[src/rtl/sdec_pkg.sv]
package sdec_pkg;

  localparam int XLEN    = 32;
  localparam int REG_W   = 5;
  localparam int NUM_OPS = 9;
  localparam int OPC_W   = 7;
  localparam int F3_W    = 3;
  localparam int CSR_W   = 12;

  // one-hot select positions
  localparam int OP_ADDI   = 0;
  localparam int OP_SLTI   = 1;
  localparam int OP_SW     = 2;
  localparam int OP_LW     = 3;
  localparam int OP_LB     = 4;
  localparam int OP_LBU    = 5;
  localparam int OP_JAL    = 6;
  localparam int OP_CSRRCI = 7;
  localparam int OP_FENCEI = 8;

  localparam logic [OPC_W-1:0] OPC_ALUI  = 7'b0010011;
  localparam logic [OPC_W-1:0] OPC_STORE = 7'b0100011;
  localparam logic [OPC_W-1:0] OPC_LOAD  = 7'b0000011;
  localparam logic [OPC_W-1:0] OPC_JAL   = 7'b1101111;
  localparam logic [OPC_W-1:0] OPC_SYS   = 7'b1110011;
  localparam logic [OPC_W-1:0] OPC_FENCE = 7'b0001111;

  // operations that write the register file
  localparam logic [NUM_OPS-1:0] WRITE_MASK =
    (NUM_OPS'(1) << OP_ADDI) | (NUM_OPS'(1) << OP_SLTI) |
    (NUM_OPS'(1) << OP_LW)   | (NUM_OPS'(1) << OP_LB)   |
    (NUM_OPS'(1) << OP_LBU)  | (NUM_OPS'(1) << OP_JAL)  |
    (NUM_OPS'(1) << OP_CSRRCI);

  typedef enum logic [2:0] {
    IMM_NONE = 3'd0,
    IMM_I    = 3'd1,
    IMM_S    = 3'd2,
    IMM_J    = 3'd3,
    IMM_Z    = 3'd4
  } imm_kind_e;

  function automatic logic [OPC_W-1:0] op_opcode(input int idx);
    case (idx)
      OP_ADDI, OP_SLTI:      op_opcode = OPC_ALUI;
      OP_SW:                 op_opcode = OPC_STORE;
      OP_LW, OP_LB, OP_LBU:  op_opcode = OPC_LOAD;
      OP_JAL:                op_opcode = OPC_JAL;
      OP_CSRRCI:             op_opcode = OPC_SYS;
      default:               op_opcode = OPC_FENCE;
    endcase
  endfunction

  function automatic logic [F3_W-1:0] op_funct3(input int idx);
    case (idx)
      OP_ADDI, OP_LB:          op_funct3 = 3'b000;
      OP_SLTI, OP_SW, OP_LW:   op_funct3 = 3'b010;
      OP_LBU:                  op_funct3 = 3'b100;
      OP_CSRRCI:               op_funct3 = 3'b111;
      OP_FENCEI:               op_funct3 = 3'b001;
      default:                 op_funct3 = 3'b000;
    endcase
  endfunction

  // jump has no funct3 field
  function automatic logic op_uses_funct3(input int idx);
    op_uses_funct3 = (idx != OP_JAL);
  endfunction

  function automatic logic [XLEN-1:0] imm_i_fmt(input logic [31:7] w);
    imm_i_fmt = {{(XLEN-12){w[31]}}, w[31:20]};
  endfunction

  function automatic logic [XLEN-1:0] imm_s_fmt(input logic [31:7] w);
    imm_s_fmt = {{(XLEN-12){w[31]}}, w[31:25], w[11:7]};
  endfunction

  function automatic logic [XLEN-1:0] imm_j_fmt(input logic [31:7] w);
    imm_j_fmt = {{(XLEN-21){w[31]}}, w[31], w[19:12], w[20], w[30:21], 1'b0};
  endfunction

  function automatic logic [XLEN-1:0] imm_z_fmt(input logic [31:7] w);
    imm_z_fmt = {{(XLEN-REG_W){1'b0}}, w[19:15]};
  endfunction

endpackage

[src/rtl/sdec_class.sv]
module sdec_class
  import sdec_pkg::*;
(
  input  logic [OPC_W-1:0]   opcode_i,
  input  logic [F3_W-1:0]    funct3_i,
  output logic [NUM_OPS-1:0] op_sel_o,
  output logic               legal_o,
  output imm_kind_e          imm_kind_o
);

  for (genvar g = 0; g < NUM_OPS; g++) begin : g_op
    localparam logic [OPC_W-1:0] MY_OPC = op_opcode(g);
    localparam logic [F3_W-1:0]  MY_F3  = op_funct3(g);
    localparam logic             USE_F3 = op_uses_funct3(g);
    logic opc_hit, f3_hit;
    assign opc_hit     = (opcode_i == MY_OPC);
    assign f3_hit      = !USE_F3 || (funct3_i == MY_F3);
    assign op_sel_o[g] = opc_hit && f3_hit;
  end

  assign legal_o = |op_sel_o;

  logic is_ifmt, is_sfmt, is_jfmt, is_zfmt;
  assign is_ifmt = op_sel_o[OP_ADDI] | op_sel_o[OP_SLTI] | op_sel_o[OP_LW] |
                   op_sel_o[OP_LB]   | op_sel_o[OP_LBU]  | op_sel_o[OP_FENCEI];
  assign is_sfmt = op_sel_o[OP_SW];
  assign is_jfmt = op_sel_o[OP_JAL];
  assign is_zfmt = op_sel_o[OP_CSRRCI];

  always_comb begin
    if (is_ifmt)      imm_kind_o = IMM_I;
    else if (is_sfmt) imm_kind_o = IMM_S;
    else if (is_jfmt) imm_kind_o = IMM_J;
    else if (is_zfmt) imm_kind_o = IMM_Z;
    else              imm_kind_o = IMM_NONE;
  end

endmodule

[src/rtl/sdec_imm.sv]
module sdec_imm
  import sdec_pkg::*;
(
  input  logic [31:7]     word_i,
  input  imm_kind_e       kind_i,
  output logic [XLEN-1:0] imm_o
);

  always_comb begin
    case (kind_i)
      IMM_I:   imm_o = imm_i_fmt(word_i);
      IMM_S:   imm_o = imm_s_fmt(word_i);
      IMM_J:   imm_o = imm_j_fmt(word_i);
      IMM_Z:   imm_o = imm_z_fmt(word_i);
      default: imm_o = '0;
    endcase
  end

endmodule

[src/rtl/sdec_ctrl.sv]
module sdec_ctrl
  import sdec_pkg::*;
(
  input  logic [NUM_OPS-1:0] op_sel_i,
  input  logic [REG_W-1:0]   rd_i,
  output logic               rf_we_o,
  output logic               end_seq_o,
  output logic               flush_o
);

  logic wants_write, rd_is_zero;
  assign wants_write = |(op_sel_i & WRITE_MASK);
  assign rd_is_zero  = (rd_i == '0);
  assign rf_we_o     = wants_write && !rd_is_zero;
  assign end_seq_o   = op_sel_i[OP_JAL];
  assign flush_o     = op_sel_i[OP_FENCEI];

endmodule

[src/rtl/subset_rv_decoder.sv]
module subset_rv_decoder
  import sdec_pkg::*;
(
  input  logic [31:0]        instr_i,
  output logic [NUM_OPS-1:0] op_sel_o,
  output logic [REG_W-1:0]   rd_o,
  output logic [REG_W-1:0]   rs1_o,
  output logic [REG_W-1:0]   rs2_o,
  output logic [XLEN-1:0]    imm_o,
  output logic [CSR_W-1:0]   csr_addr_o,
  output logic [REG_W-1:0]   zimm_o,
  output logic               illegal_o,
  output logic               rf_we_o,
  output logic               end_seq_o,
  output logic               flush_o
);

  logic [OPC_W-1:0] opcode_w;
  logic [F3_W-1:0]  funct3_w;
  logic             legal_w;
  imm_kind_e        imm_kind_w;

  assign opcode_w   = instr_i[6:0];
  assign funct3_w   = instr_i[14:12];
  assign rd_o       = instr_i[11:7];
  assign rs1_o      = instr_i[19:15];
  assign rs2_o      = instr_i[24:20];
  assign csr_addr_o = instr_i[31:20];
  assign zimm_o     = instr_i[19:15];

  sdec_class u_class (
    .opcode_i   (opcode_w),
    .funct3_i   (funct3_w),
    .op_sel_o   (op_sel_o),
    .legal_o    (legal_w),
    .imm_kind_o (imm_kind_w)
  );

  sdec_imm u_imm (
    .word_i (instr_i[31:7]),
    .kind_i (imm_kind_w),
    .imm_o  (imm_o)
  );

  sdec_ctrl u_ctrl (
    .op_sel_i  (op_sel_o),
    .rd_i      (instr_i[11:7]),
    .rf_we_o   (rf_we_o),
    .end_seq_o (end_seq_o),
    .flush_o   (flush_o)
  );

  assign illegal_o = !legal_w;

endmodule

[config.mk]
export PLATFORM = sky130hd
export DESIGN_NAME = subset_rv_decoder
export DESIGN_NICKNAME = d
export VERILOG_FILES = /design/src/rtl/sdec_pkg.sv /design/src/rtl/sdec_class.sv /design/src/rtl/sdec_imm.sv /design/src/rtl/sdec_ctrl.sv /design/src/rtl/subset_rv_decoder.sv
export SDC_FILE = /design/constraint.sdc
export NUM_CORES = 1
export LEC_CHECK = 0
export ABC_AREA = 1
export BUFFER_PORTS_ARGS = -buffer_cell sky130_fd_sc_hd__buf_2
export CORE_ASPECT_RATIO = 0.7
export CORE_MARGIN = 10
export CORE_UTILIZATION = 38
export DETAILED_ROUTE_END_ITERATION = 10
export GPL_TIMING_DRIVEN = 0
export PLACE_DENSITY = 0.95
export SLEW_MARGIN = 20
export SYNTH_ARGS = -nofsm -noshare
export SYNTH_HDL_FRONTEND = slang
export SYNTH_SLANG_ARGS = --single-unit
[constraint.sdc]
create_clock -name vclk -period 4.35
set_input_delay 0.435 -clock vclk [all_inputs]
set_output_delay 0.435 -clock vclk [all_outputs]
set_load 0.01 [all_outputs]
==> impl_metrics.ini, run 1 <==
[drt]
wirelength_um = 3700
drc = 0
vias = 1328
drt_iter0_drc = 31
via_per_inst = 4.24
dr.pass1.iters = 4
final_antenna_net_count = 0
post_drt_wl_per_cell_um = 11.8

[worst_hold_path]
worstHoldStart = instr_i[29]
holdPathEnd = csr_addr_o[9]
hp-class = in2out
min_path_cells = 3

[sta]
final_max_slew_viol_count = 0
worst_pin_slew_ns = 0.649
setup_viol = 0
timing.slew.headroom = 0.566
period_needed_ns = 2.69
grt_setup_unrepaired = false
tns_ns = 0
fmax_mhz = 372
hold_slack_ns = 1.16
setup_ws_ns = 1.66
fin_crit_sh = 0.617
hold_violations = 0

[floorplanning]
chipWidth_um = 78.4
io_pins = 109
fp.dieArea_um2 = 4780
core_um2 = 2210
core.rowCount = 14
initial_core_util = 0.412
die_y_um = 60.9

[run_status]
outcome = complete, no violations

[placement]
port-buffer-count = 109
pre_cts_slack_ns = 1.62
placedCellCount = 313
place.gp.congestion = 0.809
place_hpwl_um = 3400

[layout]
ff_latch_area_um2 = 0
clkbuf_count = 0
multi_input_area_um2 = 460
finalNonFillerCells = 313
final_nets = 315
nFillCells = 219
nFlopsAndLatches = 0
antenna_cells = 0
drive_above_1_share = 0.587
syn_to_final_growth_pct = 64.5

[global_routing]
use_met3 = 0.0605
grt-ovfl-total = 0
top_usage_layer = met2
grt_use_met1 = 0.132
grt_pass1_wl_um = 5620
grt_pass1_vias = 1264
antenna_found_initial = 0
grtUsageTotal = 0.135
grt_max_degree = 13
grt.met2_usage = 0.278

[power]
vdd_drop_max_mv = 0.0335
finalPower_mw = 0.0856
leakagePower_nw = 1.11
power_density_nw_per_um2 = 57.3

[worst_setup_path]
critical_path.max_fanout = 12
required_ns = 3.91
arrival_ns = 2.25
critPathKind = in2out
cp-end-kind = output port
worst_setup_path_start_kind = input port

[clock_tree]
ctsResizeCount = 0
post-cts-setup-buffer-count = 0
cts_hold_buf = 0

[synth]
syn_inst = 172
synth_cell_types = 17
syn_avg_cell_area_um2 = 5.28
synth_top_area_share = 0.388
syn-cell-area_um2 = 908
ys_top_cells_by_count = 47 x buf_4, 47 x nand2_1, 23 x inv_1
yosysTopAreaCell = buf_4
syn_nets = 204
ys_seq_area_frac = 0
yosysWarningCount = 0
yosys-top-cells-area = buf_4 39%, nand2_1 19%, nand3_1 9.9%, inv_1 9.5%, nor2_1 7.9%

[flow_run]
max-cap-violations = 0
==> report_power, final <==
group | internal (mW) | leakage [nW] | total, mW | switching [mW]
logic | 0.0444 | 1.11 | 0.0856 | 0.0412
clock network | 0 | 0 | 0 | 0
registers | 0 | 0 | 0 | 0
total | 0.0444 | 1.11 | 0.0856 | 0.0412
==> worst max-delay path by stage <==
stage,from,end,slack [ns],cells after the start
3_3_place_gp,instr_i[6],imm_o[27],1.73,10
2_1_floorplan,instr_i[6],imm_o[21],2.04,8
3_5_place_dp,instr_i[6],imm_o[24],1.62,10
6_report,instr_i[6],imm_o[21],1.66,10
5_1_grt,instr_i[3],imm_o[24],1.44,10
4_1_cts,instr_i[6],imm_o[24],1.63,10
==> cell families after synthesis <==
family / synth area share
AO/OA/AOI/OAI: 0.0248
buffers and inverters: 0.493
AND/OR/NAND/NOR: 0.482
==> cells in the final DEF (no fill, tap or decap), types with 2 or more instances in the layout <==
| master | count |
|---|---|
| buf_2 | 110 |
| nand2_1 | 47 |
| buf_4 | 47 |
| inv_1 | 23 |
| nor2_1 | 19 |
| nand3_1 | 18 |
| nor3_1 | 5 |
| nor2_2 | 2 |
| o21ai_2 | 2 |
==> per-layer routing <==
layer	wire length [um]	part of all wire
met5	0	0
met4	0	0
met1	1380	0.37
met3	448	0.12
met2	1880	0.51
==> area by class of cell <==
cell class | count | area share
tap | 32 | 0.0268
timing repair buffer | 109 | 0.365
multi-input combinational | 100 | 0.308
buffer | 48 | 0.240
inverter | 24 | 0.0603
==> worst max-delay path, cell delays in order <==
cell,delay [ns]
buf_2,0.12
nor2_1,0.14
nand2_1,0.09
nor2_2,0.19
nand2_1,0.15
nand4_4,0.21
nor2_4,0.08
nor2_1,0.51
buf_4,0.21
buf_2,0.13
==> per-stage QoR <==
stage	area [um2]	util
after floorplan	908	-
after global placement	1490	0.677
after detailed placement	1490	0.677
after CTS	1490	0.677
after global routing	1490	0.677
final	1490	0.677
Power figures use the tool's default switching activity.
==> inputs of run 2 (changes only) <==
--- a/config.mk
+++ b/config.mk
@@ -9,10 +9,10 @@
 export BUFFER_PORTS_ARGS = -buffer_cell sky130_fd_sc_hd__buf_2
 export CORE_ASPECT_RATIO = 0.7
 export CORE_MARGIN = 10
-export CORE_UTILIZATION = 38
+export CORE_UTILIZATION = 35
 export DETAILED_ROUTE_END_ITERATION = 10
 export GPL_TIMING_DRIVEN = 0
-export PLACE_DENSITY = 0.95
+export PLACE_DENSITY = 0.89
 export SLEW_MARGIN = 20
 export SYNTH_ARGS = -nofsm -noshare
 export SYNTH_HDL_FRONTEND = slang
==> constraint.sdc (replaced) <==
create_clock -name vclk -period 2.6
set_input_delay 0.26 -clock vclk [all_inputs]
set_output_delay 0.26 -clock vclk [all_outputs]
set_load 0.01 [all_outputs]
==> run 2 against run 1 <==
Worst setup slack got worse by 1.4 ns. First-iteration DRC count down 6.5%. Die area increased by 6.0%. Worst hold slack worse by 0.35 ns. Global-route usage fell by 0.35 points. Non-clock buffer count unchanged. Final cell count is 0.64% higher. Total power grew 68%. Design area increased by 0.17%. Sequential share of layout area unchanged. Critical path depth stayed put. Critical path type unchanged. Largest cell class unchanged. Largest power group unchanged.
==> impl_metrics.ini, run 2 (synthesized netlist as in run 1, its figures left out) <==
[run_status]
outcome = complete, no violations

[sta]
setup_viol = 0
fin_crit_sh = 0.913
fmax_mhz = 421
grt_setup_unrepaired = false
period_needed_ns = 2.37
hold_violations = 0
final_max_slew_viol_count = 0
timing.slew.headroom = 0.562
tns_ns = 0
worst_pin_slew_ns = 0.654
hold_slack_ns = 0.808

[layout]
ff_latch_area_um2 = 0
nFillCells = 260
drive_above_1_share = 0.587
clkbuf_count = 0
antenna_cells = 0
nFlopsAndLatches = 0
final_nets = 315
final_common_cell = buf_2
syn_to_final_growth_pct = 64.7
final_cell_mix = 110 x buf_2, 47 x nand2_1, 47 x buf_4
multi_input_area_um2 = 460
finalNonFillerCells = 315

[worst_setup_path]
path_delay_family = simple AND/OR/NAND/NOR gates
worst_setup_path_start_kind = input port
critPathKind = in2out
cp_num_cells = 10
arrival_ns = 2.11
cp_slowest_stage_delay_ns = 0.51
critPathBufInv = 3
slowest_stage = nor2_1
path_cells = buf_2, nor2_1, nand2_1, nor2_2, nand2_1, nand4_4, nor2_4, nor2_1, buf_4, buf_2
required_ns = 2.34
critical_path.max_fanout = 12
cp-end-kind = output port

[floorplanning]
io_pins = 109
die_y_um = 62.6
fp.dieArea_um2 = 5070
core_um2 = 2480
initial_core_util = 0.367
chipWidth_um = 80.9
core.rowCount = 15

[drt]
drc = 0
dr.pass1.iters = 4
post_drt_wl_per_cell_um = 11.9
final_antenna_net_count = 0
vias = 1325
via_per_inst = 4.21
wirelength_um = 3750
drt_iter0_drc = 29

[clock_tree]
ctsResizeCount = 0
cts_hold_buf = 0
post-cts-setup-buffer-count = 0

[global_routing]
grt_pass1_vias = 1307
grt_pass1_wl_um = 5840
antenna_found_initial = 0
grt-ovfl-total = 0
grtUsageTotal = 0.132
grt_max_degree = 13

[worst_hold_path]
worstHoldStart = instr_i[27]
hp-class = in2out
holdPathEnd = csr_addr_o[7]
min_path_cells = 3

[placement]
place_hpwl_um = 3370
place.gp.congestion = 0.877
port-buffer-count = 109
placedCellCount = 315

[power]
leakagePower_nw = 1.11
power_density_nw_per_um2 = 96.1
vdd_drop_max_mv = 0.0429

[flow_run]
max-cap-violations = 0
==> run 2: cell counts in the layout (fill, tap and decap cells not counted) <==
Identical to the previous run, type by type.
==> run 2: metal layers <==
| metal | global-route usage | up-vias | share of wire |
|---|---|---|---|
| met2 | 0.238 | 69 | 0.45 |
| li1 | - | 697 | - |
| met4 | 0 | 0 | 0 |
| met3 | 0.0647 | 0 | 0.17 |
| met1 | 0.142 | 559 | 0.39 |
| met5 | 0 | - | 0 |
==> run 2: worst max path at each step <==
stage | end | from | slack [ns]
after floorplan | imm_o[21] | instr_i[6] | 0.64
after global placement | imm_o[21] | instr_i[3] | 0.31
after detailed placement | imm_o[31] | instr_i[6] | 0.23
after CTS | imm_o[31] | instr_i[6] | 0.22
after global routing | imm_o[23] | instr_i[6] | 0.01
final | imm_o[24] | instr_i[6] | 0.23
==> run 2: tightest hold or removal path, cell delays in order <==
cell,delay (ns)
buf_2,0.08
buf_4,0.09
buf_2,0.12
==> run 2: stage by stage <==
step | utilization | total power [mW] | instance area (um2) | setup slack, ns
6_report | 0.604 | 0.144 | 1500 | 0.227
5_1_grt | 0.604 | 0.160 | 1500 | 0.0122
4_1_cts | 0.604 | 0.146 | 1500 | 0.219
3_5_place_dp | 0.604 | 0.146 | 1500 | 0.232
3_3_place_gp | 0.604 | 0.143 | 1500 | 0.312
2_1_floorplan | - | 0.0729 | 908 | 0.642
==> run 2: final cells by class <==
cell class | count | share of cell area
Inverter | 24 | 0.0602
Multi-Input combinational cell | 100 | 0.308
Buffer | 48 | 0.239
Tap cell | 34 | 0.0284
Timing Repair Buffer | 109 | 0.365
==> run 2: power breakdown <==
| group | internal [mW] | switching (mW) | total [mW] | leakage [nW] |
|---|---|---|---|---|
| registers | 0 | 0 | 0 | 0 |
| logic | 0.0742 | 0.0696 | 0.144 | 1.11 |
| clock network | 0 | 0 | 0 | 0 |
==> inputs of run 3 (changes only) <==
--- a/config.mk
+++ b/config.mk
@@ -11,7 +11,7 @@
 export CORE_MARGIN = 10
 export CORE_UTILIZATION = 35
 export DETAILED_ROUTE_END_ITERATION = 10
-export GPL_TIMING_DRIVEN = 0
+export GPL_TIMING_DRIVEN = 1
 export PLACE_DENSITY = 0.89
 export SLEW_MARGIN = 20
 export SYNTH_ARGS = -nofsm -noshare
==> run 3 against run 2 <==
Final cell count down 15%. Critical path depth down 1. Wire length down 6.5%. Fmax up 14%. Critical path type unchanged. Critical endpoint is now imm_o[27].
==> impl_metrics.ini, run 3 (synthesized netlist as in run 1, its figures left out) <==
[drt]
drc = 0
drt_iter0_drc = 28
dr.pass1.iters = 4
via_per_inst = 4.39
post_drt_wl_per_cell_um = 13.1
vias = 1172
wirelength_um = 3510
final_antenna_net_count = 0

[floorplanning]
io_pins = 109
fp.dieArea_um2 = 5070
die_y_um = 62.6
chipWidth_um = 80.9
initial_core_util = 0.367
core.rowCount = 15
core_um2 = 2480

[global_routing]
grt_pass1_wl_um = 5370
antenna_found_initial = 0
grt_max_degree = 16
grtUsageTotal = 0.121
grt_pass1_vias = 1196
grt-ovfl-total = 0

[power]
p_sw_mw = 0.0629
leakagePower_nw = 0.866
seqPwrFrac = 0
clkPwrFrac = 0
swShare = 0.591
vdd_drop_max_mv = 0.0332
comb_power_share = 1.000
power_density_nw_per_um2 = 93.5
finalPower_mw = 0.106
internal_power_mw = 0.0435

[sta]
final_max_slew_viol_count = 0
timing.slew.headroom = 0.693
hold_violations = 0
fmax_mhz = 480
setup_ws_ns = 0.519
setup_viol = 0
period_needed_ns = 2.08
worst_pin_slew_ns = 0.459
grt_setup_unrepaired = false
tns_ns = 0
fin_crit_sh = 0.801
hold_slack_ns = 0.721

[worst_setup_path]
critical_path.max_fanout = 12
critPathKind = in2out
path_cells = buf_2, nor2_1, nand2_1, nor2_2, nand2_1, nand4_4, nor2_4, nor2_1, buf_2
critPathBufInv = 2
arrival_ns = 1.82
worstSetupStartpoint = instr_i[6]
required_ns = 2.34
path_delay_family = simple AND/OR/NAND/NOR gates
slowest_stage = nor2_1
worst_setup_path_start_kind = input port
cp-end-kind = output port
cp_slowest_stage_delay_ns = 0.37

[layout]
ff_latch_area_um2 = 0
final_cell_area_um2 = 1140
nFlopsAndLatches = 0
nFillCells = 280
finalNonFillerCells = 267
clkbuf_count = 0
final_nets = 267
syn_to_final_growth_pct = 25.3
drive_above_1_share = 0.502
antenna_cells = 0
utilization = 0.460
final_common_cell = buf_2
final_cell_mix = 109 x buf_2, 47 x nand2_1, 23 x inv_1

[placement]
pre_cts_slack_ns = 0.498
place_hpwl_um = 3180
placedCellCount = 267
port-buffer-count = 109
dpl_cell_area_um2 = 1140
place.gp.congestion = 0.842

[flow_run]
max-cap-violations = 0

[clock_tree]
ctsResizeCount = 0
post-cts-setup-buffer-count = 0
cts_hold_buf = 0

[worst_hold_path]
worstHoldStart = instr_i[26]
hp-class = in2out

[run_status]
outcome = complete, no violations
[run 3: final timing paths]
| check | cells past startpoint | slack [ns] | end |
|---|---|---|---|
| worst max-delay path | 9 | 0.52 | imm_o[27] |
| worst min-delay path | 2 | 0.72 | csr_addr_o[6] |
[run 3: power by group through the flow]
stage | clock [mW] | combinational, mW | sequential [mW]
2_1_floorplan | 0 | 0.0729 | 0
3_3_place_gp | 0 | 0.107 | 0
3_5_place_dp | 0 | 0.108 | 0
4_1_cts | 0 | 0.108 | 0
5_1_grt | 0 | 0.119 | 0
6_report | 0 | 0.106 | 0
[run 3: layout make-up]
type | instances | area [um2] | share of cell area
multi-input cells | 100 | 460 | 0.404
well taps | 34 | 42.5 | 0.0374
inverters | 24 | 90.1 | 0.0791
repair buffers | 109 | 546 | 0.479
[run 3: routing by layer]
layer / GRT usage / up-vias / share of wire
met3: 0.0647 / 0 / 0.18
met4: 0 / 0 / 0
met2: 0.227 / 71 / 0.46
met1: 0.121 / 499 / 0.35
met5: 0 / - / 0
li1: - / 602 / -
